## src/rtl/rtc_pkg.sv

```systemverilog
package rtc_pkg;
  localparam int unsigned DEF_CNT_W   = 32;
  localparam int unsigned DEF_PRE_W   = 15;
  localparam int unsigned DEF_SYNC_N  = 2;
  localparam int unsigned START_VALUE = 1;
endpackage

```

## src/rtl/rtc_sync_edge.sv

```systemverilog
module rtc_sync_edge #(
  parameter int unsigned SYNC_N = 2
) (
  input  logic clk,
  input  logic rst_n,
  input  logic async_in,
  output logic rise
);
  // SYNC_N synchroniser stages plus one history stage for the edge detector.
  logic [SYNC_N:0] pipe_q;

  always_ff @(posedge clk or negedge rst_n) begin
    if (!rst_n) pipe_q <= '0;
    else        pipe_q <= {pipe_q[SYNC_N-1:0], async_in};
  end

  assign rise = pipe_q[SYNC_N-1] & ~pipe_q[SYNC_N];
endmodule

```

## src/rtl/rtc_prescaler.sv

```systemverilog
module rtc_prescaler #(
  parameter int unsigned PRE_W = 15
) (
  input  logic clk,
  input  logic rst_n,
  input  logic run_en,
  input  logic restart,
  input  logic rise,
  output logic tick
);
  localparam logic [PRE_W-1:0] LAST = '1;

  logic [PRE_W-1:0] pre_q;

  // A tick is the slow edge that completes the count, while running and not restarting.
  assign tick = run_en & rise & ~restart & (pre_q == LAST);

  always_ff @(posedge clk or negedge rst_n) begin
    if (!rst_n)                 pre_q <= '0;
    else if (!run_en || restart) pre_q <= '0;
    else if (rise)              pre_q <= pre_q + 1'b1;
  end
endmodule

```

## src/rtl/rtc_counter.sv

```systemverilog
module rtc_counter #(
  parameter int unsigned CNT_W = 32
) (
  input  logic             clk,
  input  logic             rst_n,
  input  logic             tick,
  input  logic             load_we,
  input  logic [CNT_W-1:0] load_val,
  output logic [CNT_W-1:0] count_q,
  output logic [CNT_W-1:0] snap_q
);
  localparam logic [CNT_W-1:0] START = CNT_W'(rtc_pkg::START_VALUE);

  logic [CNT_W-1:0] count_d;
  logic             upd;

  always_comb begin
    upd     = load_we | tick;
    count_d = load_we ? load_val : count_q + 1'b1;
  end

  always_ff @(posedge clk or negedge rst_n) begin
    if (!rst_n) begin
      count_q <= START;
      snap_q  <= START;
    end else if (upd) begin
      count_q <= count_d;
      snap_q  <= count_d;
    end
  end
endmodule

```

## src/rtl/rtc_match_flag.sv

```systemverilog
module rtc_match_flag #(
  parameter int unsigned CNT_W = 32
) (
  input  logic             clk,
  input  logic             rst_n,
  input  logic [CNT_W-1:0] count,
  input  logic [CNT_W-1:0] match_val,
  input  logic             irq_clr,
  input  logic             irq_mask,
  input  logic             dma_en,
  output logic             raw_flag,
  output logic             irq_o,
  output logic             dma_trig
);
  logic eq, eq_q, hit;

  assign eq  = (count == match_val);
  assign hit = eq & ~eq_q;

  always_ff @(posedge clk or negedge rst_n) begin
    if (!rst_n) begin
      eq_q     <= 1'b0;
      raw_flag <= 1'b0;
      dma_trig <= 1'b0;
    end else begin
      eq_q     <= eq;
      raw_flag <= hit | (raw_flag & ~irq_clr);
      dma_trig <= hit & dma_en;
    end
  end

  assign irq_o = raw_flag & irq_mask;
endmodule

```

## src/rtl/rtc_seconds_counter.sv

```systemverilog
module rtc_seconds_counter #(
  parameter int unsigned CNT_W  = rtc_pkg::DEF_CNT_W,
  parameter int unsigned PRE_W  = rtc_pkg::DEF_PRE_W,
  parameter int unsigned SYNC_N = rtc_pkg::DEF_SYNC_N
) (
  input  logic             clk,
  input  logic             rst_n,
  input  logic             slow_clk_in,
  input  logic             run_en,
  input  logic [CNT_W-1:0] load_val,
  input  logic             load_we,
  input  logic [CNT_W-1:0] match_val,
  input  logic             irq_mask,
  input  logic             dma_en,
  input  logic             irq_clr,
  output logic [CNT_W-1:0] count_out,
  output logic [CNT_W-1:0] snap_out,
  output logic             raw_flag,
  output logic             irq_o,
  output logic             dma_trig
);
  logic slow_rise;
  logic sec_tick;

  rtc_sync_edge #(.SYNC_N(SYNC_N)) u_sync (
    .clk      (clk),
    .rst_n    (rst_n),
    .async_in (slow_clk_in),
    .rise     (slow_rise)
  );

  rtc_prescaler #(.PRE_W(PRE_W)) u_pre (
    .clk     (clk),
    .rst_n   (rst_n),
    .run_en  (run_en),
    .restart (load_we),
    .rise    (slow_rise),
    .tick    (sec_tick)
  );

  rtc_counter #(.CNT_W(CNT_W)) u_cnt (
    .clk      (clk),
    .rst_n    (rst_n),
    .tick     (sec_tick),
    .load_we  (load_we),
    .load_val (load_val),
    .count_q  (count_out),
    .snap_q   (snap_out)
  );

  rtc_match_flag #(.CNT_W(CNT_W)) u_match (
    .clk       (clk),
    .rst_n     (rst_n),
    .count     (count_out),
    .match_val (match_val),
    .irq_clr   (irq_clr),
    .irq_mask  (irq_mask),
    .dma_en    (dma_en),
    .raw_flag  (raw_flag),
    .irq_o     (irq_o),
    .dma_trig  (dma_trig)
  );
endmodule

```

## config.mk

```make
export PLATFORM = sky130hd
export DESIGN_NAME = rtc_seconds_counter
export DESIGN_NICKNAME = d
export VERILOG_FILES = /design/src/rtl/rtc_pkg.sv /design/src/rtl/rtc_sync_edge.sv /design/src/rtl/rtc_prescaler.sv /design/src/rtl/rtc_counter.sv /design/src/rtl/rtc_match_flag.sv /design/src/rtl/rtc_seconds_counter.sv
export SDC_FILE = /design/constraint.sdc
export NUM_CORES = 1
export LEC_CHECK = 0
export ABC_AREA = 1
export BUFFER_PORTS_ARGS = -buffer_cell sky130_fd_sc_hd__clkbuf_2
export CORE_ASPECT_RATIO = 1.2
export CORE_MARGIN = 1
export CORE_UTILIZATION = 50
export DETAILED_ROUTE_END_ITERATION = 7
export PLACE_DENSITY = 0.79
export SLEW_MARGIN = 20
export SYNTH_ARGS = -nofsm -noshare
export SYNTH_HDL_FRONTEND = slang
export SYNTH_SLANG_ARGS = --single-unit
```

## constraint.sdc

```tcl
create_clock -name clk -period 2.7 [get_ports clk]
set_input_delay 0.27 -clock clk [delete_from_list [all_inputs] [get_ports clk]]
set_output_delay 0.27 -clock clk [all_outputs]
set_load 0.01 [all_outputs]
```

======== Yosys cells after proc, flatten, opt, wreduce, memory -nomap -nowiden ========
Index checks and enable logic that the tools add are counted.
cells by class
  add/subtract/negate cells ............... 2
  equality and inequality tests ........... 2
  multiplexer cells ....................... 3
  bitwise logic cells ..................... 14
  reduce and logical (&&, ||, !) cells .... 3
operators with widths
  cell                   number
  $add 32x1->32 const B  1
  $eq 32x32->1           1
  $mux 32                1
  $mux 15                2
  $add 15x1->15 const B  1
  $eq 15x15->1 const B   1
  $and 1x1->1            8
  $not 1->1              4
  $or 1x1->1             2
  $reduce_bool 2->1      1
  $logic_not 1->1        1
  $logic_or 1x1->1       1
word-level totals
  register bits after elaboration ......... 53
  input bits .............................. 72
  output and inout port bits .............. 67
  word-level logic and storage cells ...... 30

======== Depth between registers and ports, before layout ========
  word-level depth ........................ 6
  depth in mapped cells ................... 10
  depth with buffers taken out ............ 10

======== By module ========
Synthesis repeated with hierarchy kept, for this count alone.
unflattened totals
  cells, all modules ...................... 597
  area total of the unflattened synthesis .. 4026.4 um^2
by module, submodules not included
  module          instances  cells each  area each (um^2)  seq. area each (um^2)
  rtc_counter     1          357         2459.9            802.0
  rtc_prescaler   1          116         848.3             375.4
  rtc_match_flag  1          119         633.1             75.1
  rtc_sync_edge   1          5           85.1              75.1

======== Worst setup path before layout ========
No wires, ideal clock.
  kind .................................... reg2reg
  start point ............................. register u_cnt.count_q[0]
  end point ............................... register u_cnt.count_q[28]
  library setup time ...................... 0.117 ns
  arrival ................................. 1.504 ns
  required time ........................... 2.583 ns
  setup slack ............................. 1.079 ns
  cell stages (with the launch flop) ...... 9
  path buffers ............................ 0
  clock period less this slack ............ 1.621 ns
  path through ............................ dfstp_2 > ha_1 > nand3_1 > nor2_1 > nand2_1 > nor2_1 > nand3_1 > nand3_1 > nand2_1
between the ends
  cells in the longest elaborated chain, start to end .. 2
RTL lines
  element                 RTL line           text
  start, declared         rtc_counter.sv:9   output logic [CNT_W-1:0] count_q,
  start signal, assigned  rtc_counter.sv:27  count_q <= count_d;
  $add 32x1->32           rtc_counter.sv:19  count_d = load_we ? load_val : count_q + 1'b1;
  $mux 32                 rtc_counter.sv:19
Every way passes these cells.
A chain may end at the register's enable or synchronous reset.

======== Worst setup path in the final report ========
  start point ............................. register u_pre.pre_q[0]
  end point ............................... register u_cnt.count_q[7]
between the ends
  cells in the longest elaborated chain, start to end .. 3
RTL lines
  element                 RTL line             text
  start, declared         rtc_prescaler.sv:13  logic [PRE_W-1:0] pre_q;
  start signal, assigned  rtc_prescaler.sv:21  else if (rise) pre_q <= pre_q + 1'b1;
  $eq 15x15->1            rtc_prescaler.sv:16  assign tick = run_en & rise & ~restart & (pre_q == LAST);
  $and 1x1->1             rtc_prescaler.sv:16
  $or 1x1->1              rtc_counter.sv:18    upd = load_we | tick;
Every way passes these cells.

==> impl_metrics.env <==
export IMPL_outcome="finished clean"
export IMPL_maxCapViolCount=0
export IMPL_drt_iter0_markers=206
export IMPL_synth_edf_count=0
export IMPL_fp_row_count=36
export IMPL_syn_avg_cell_area_um2=6.28
export IMPL_synthTopCellsByArea="dfrtp_1 31%, nand2_1 22%, nand3_1 9.8%, inv_1 7.9%, buf_4 6.2%"
export IMPL_ioPinCount=139
export IMPL_dieHeight_um=103
export IMPL_synth_distinct_cells=33
export IMPL_drtAntennaViolNets=0
export IMPL_cpLargestDelayFamily="buffers and inverters"
export IMPL_fin_crit_sh_pct=76.0
export IMPL_cp_arrival_ns=2.33
export IMPL_gr_total_overflow=0
export IMPL_worstSetupPathType="reg2reg"
export IMPL_setup_violations=0
export IMPL_drtPass1Iterations=5
export IMPL_dp_slack_ns=0.681
export IMPL_drt_vias_per_instance=5.01
export IMPL_synth_cells=673
export IMPL_die_x_um=85.9
export IMPL_cts_buffers=5
export IMPL_synth_top_cell_by_area="dfrtp_1"
export IMPL_total_power_uw=2010
export IMPL_grt_pass1_vias=4059
export IMPL_crit_top_cell="nand3_1"
export IMPL_end_kind="register"
export IMPL_tightest_slew_ns=0.649
export IMPL_cts_tree="yes"
export IMPL_htreeDepth=2
export IMPL_fin_ws_ns=0.647
export IMPL_cts_sinks=53
export IMPL_multi_input_area_mm2=0.00223
export IMPL_clkTransAtPathRegs_ns=0.11
export IMPL_cpPeakStageDelay_ns=0.53
export IMPL_area_growth_pct=15.3
export IMPL_max_freq_ghz=0.487
export IMPL_initial_core_util_pct=51.9
export IMPL_finalClockSkew_ns=0.0135
export IMPL_ys_flop_type="dfrtp_1"
export IMPL_grt_max_degree=35
export IMPL_ys_ff_latch=53
export IMPL_yosysSeqAreaShare_pct=31.4
export IMPL_cts_resized=0
export IMPL_final_min_clock_period_ns=2.05
export IMPL_setup_tns_ns=0
export IMPL_drc=0
export IMPL_antenna_cells=0
export IMPL_peakVddDrop_uv=212
export IMPL_vias=4459
export IMPL_syn_area_mm2=0.00423
export IMPL_port_buffers=138
export IMPL_core_area_mm2=0.00815
export IMPL_totalWireLength_um=11700
export IMPL_hold_class="in2reg"
export IMPL_startpoint_type="register"
export IMPL_dp_hpwl_um=9030
export IMPL_final_hold_violation_count=0
export IMPL_slew_violations=0
export IMPL_path_buf_inv=2
export IMPL_yosysMostFrequentCell="nand2_1"
export IMPL_p_per_area_mw_per_mm2=412
export IMPL_required_ns=2.97
export IMPL_cp_max_fo=30
export IMPL_wl_per_cell_um=13.1
export IMPL_synth_nets=747
export IMPL_fillers=778
export IMPL_antenna_found_initial=0
export IMPL_grt_pass1_wl_um=18900
export IMPL_drive_gt1_share_pct=22.0
export IMPL_nNetsFinal=849
export IMPL_async_flop_share_pct=100
export IMPL_netlist_area_leader_share_pct=30.8
export IMPL_clockRootBuffer="clkbuf_8"
export IMPL_leakagePower_uw=0.00265
export IMPL_clock_path_buffers=2
export IMPL_slew_headroom_pct=56.7
export IMPL_ys_top_cells_by_count="247 x nand2_1, 89 x inv_1, 83 x nand3_1"
export IMPL_clock_latency_ns=0.33
export IMPL_yosysWarnings=0
export IMPL_globalRouteTotalUtil_pct=27.3
export IMPL_die_area_mm2=0.00883
export IMPL_seq_area_mm2=0.00133
export IMPL_crit_chain="ha_1, nand3_1, inv_1, nand3_2, inv_2, nand3_1, nand3_1"
export IMPL_gp_congestion=0.904
export IMPL_slowest_stage="inv_2"
export IMPL_grt_setup_unrepaired="no"
per-stage QoR:
step | hold WS, ns | utilization (%) | instances | instance area [µm²]
2_1_floorplan | -0.0256 | - | 673 | 4230
3_5_place_dp | 0.320 | 58.2 | 881 | 4750
3_3_place_gp | 0.303 | 58.2 | 881 | 4750
6_report | 0.0514 | 59.8 | 890 | 4880
5_1_grt | 0.0469 | 59.8 | 890 | 4880
4_1_cts | 0.0511 | 59.8 | 890 | 4880
logic make-up after synthesis:
family	count (synthesis)	share of synthesized area, %
AOI/OAI and AO/OA	29	3.79
adders and majority gates	2	0.592
xor gates and xnor gates	23	4.76
and+or+nand+nor	429	43.6
buffers and inverters	137	15.9
DFF	53	31.4
worst reg2reg max path, stage by stage, from the launching register on:
cell and delay [ns]:
dfrtp_1 0.40, ha_1 0.18, nand3_1 0.12, inv_1 0.19
nand3_2 0.29, inv_2 0.53, nand3_1 0.18, nand3_1 0.12
final cells by class:
cell class	instances	share of cell area [%]
repair buffers	141	14.7
clock buffers	5	1.41
multi-input cells	483	45.7
flip-flops and latches	53	27.2
clock inverters	3	1.03
inverters	91	7.01
well taps	114	2.93
where the power goes:
group / switching, µW / internal (µW)
Clock: 305 / 285
Sequential: 110 / 841
Combinational: 267 / 203
metal layers:
| metal | GRT usage, % | part of all wire, % |
|---|---|---|
| met5 | 0 | 0 |
| met4 | 8.33 | 1.6 |
| met3 | 3.28 | 5.2 |
| met2 | 52.1 | 52 |
| met1 | 31.8 | 41 |
registers in the layout, indices dropped and copies added (netlist names):
name,flops
u_cnt.count_q,32
u_pre.pre_q,15
u_sync.pipe_q,3
u_match.dma_trig,1
u_match.eq_q,1
u_match.raw_flag,1
placed cells by master, fill, tap and decap left out, drive strengths merged, types with 2 or more instances in the layout:
cell	n
nor2	68
inv	92
or2	4
nor3b	2
nand3	85
xnor2	20
o21ai	16
o21bai	5
nand2	250
nand4	8
ha	2
dfrtp	52
clkbuf	143
a21oi	7
xor2	3
nor3	9
buf	2
worst paths after layout:
kind                             startpoint                to  slack (ns)  depth (start not counted)
setup / recovery             u_pre.pre_q[0]  u_cnt.count_q[7]        0.65                          7
hold / removal                  slow_clk_in  u_sync.pipe_q[0]        0.05                          1
setup reg to reg             u_pre.pre_q[0]  u_cnt.count_q[7]        0.65                          7
hold reg to reg            u_sync.pipe_q[0]  u_sync.pipe_q[1]        0.38                          0
max in group asynchronous             rst_n   u_pre.pre_q[12]        1.35                          3
min in group asynchronous             rst_n  u_cnt.count_q[4]        0.48                          2
repair_timing:
action / in CTS / in global routing
hold buffers: 1 / 0
buffers inserted: 0 / 0
endpoints found under the setup margin: 0 / 0
hold endpoints to repair: 22 / 0
No activity file was read; power rests on OpenSTA's default activity.
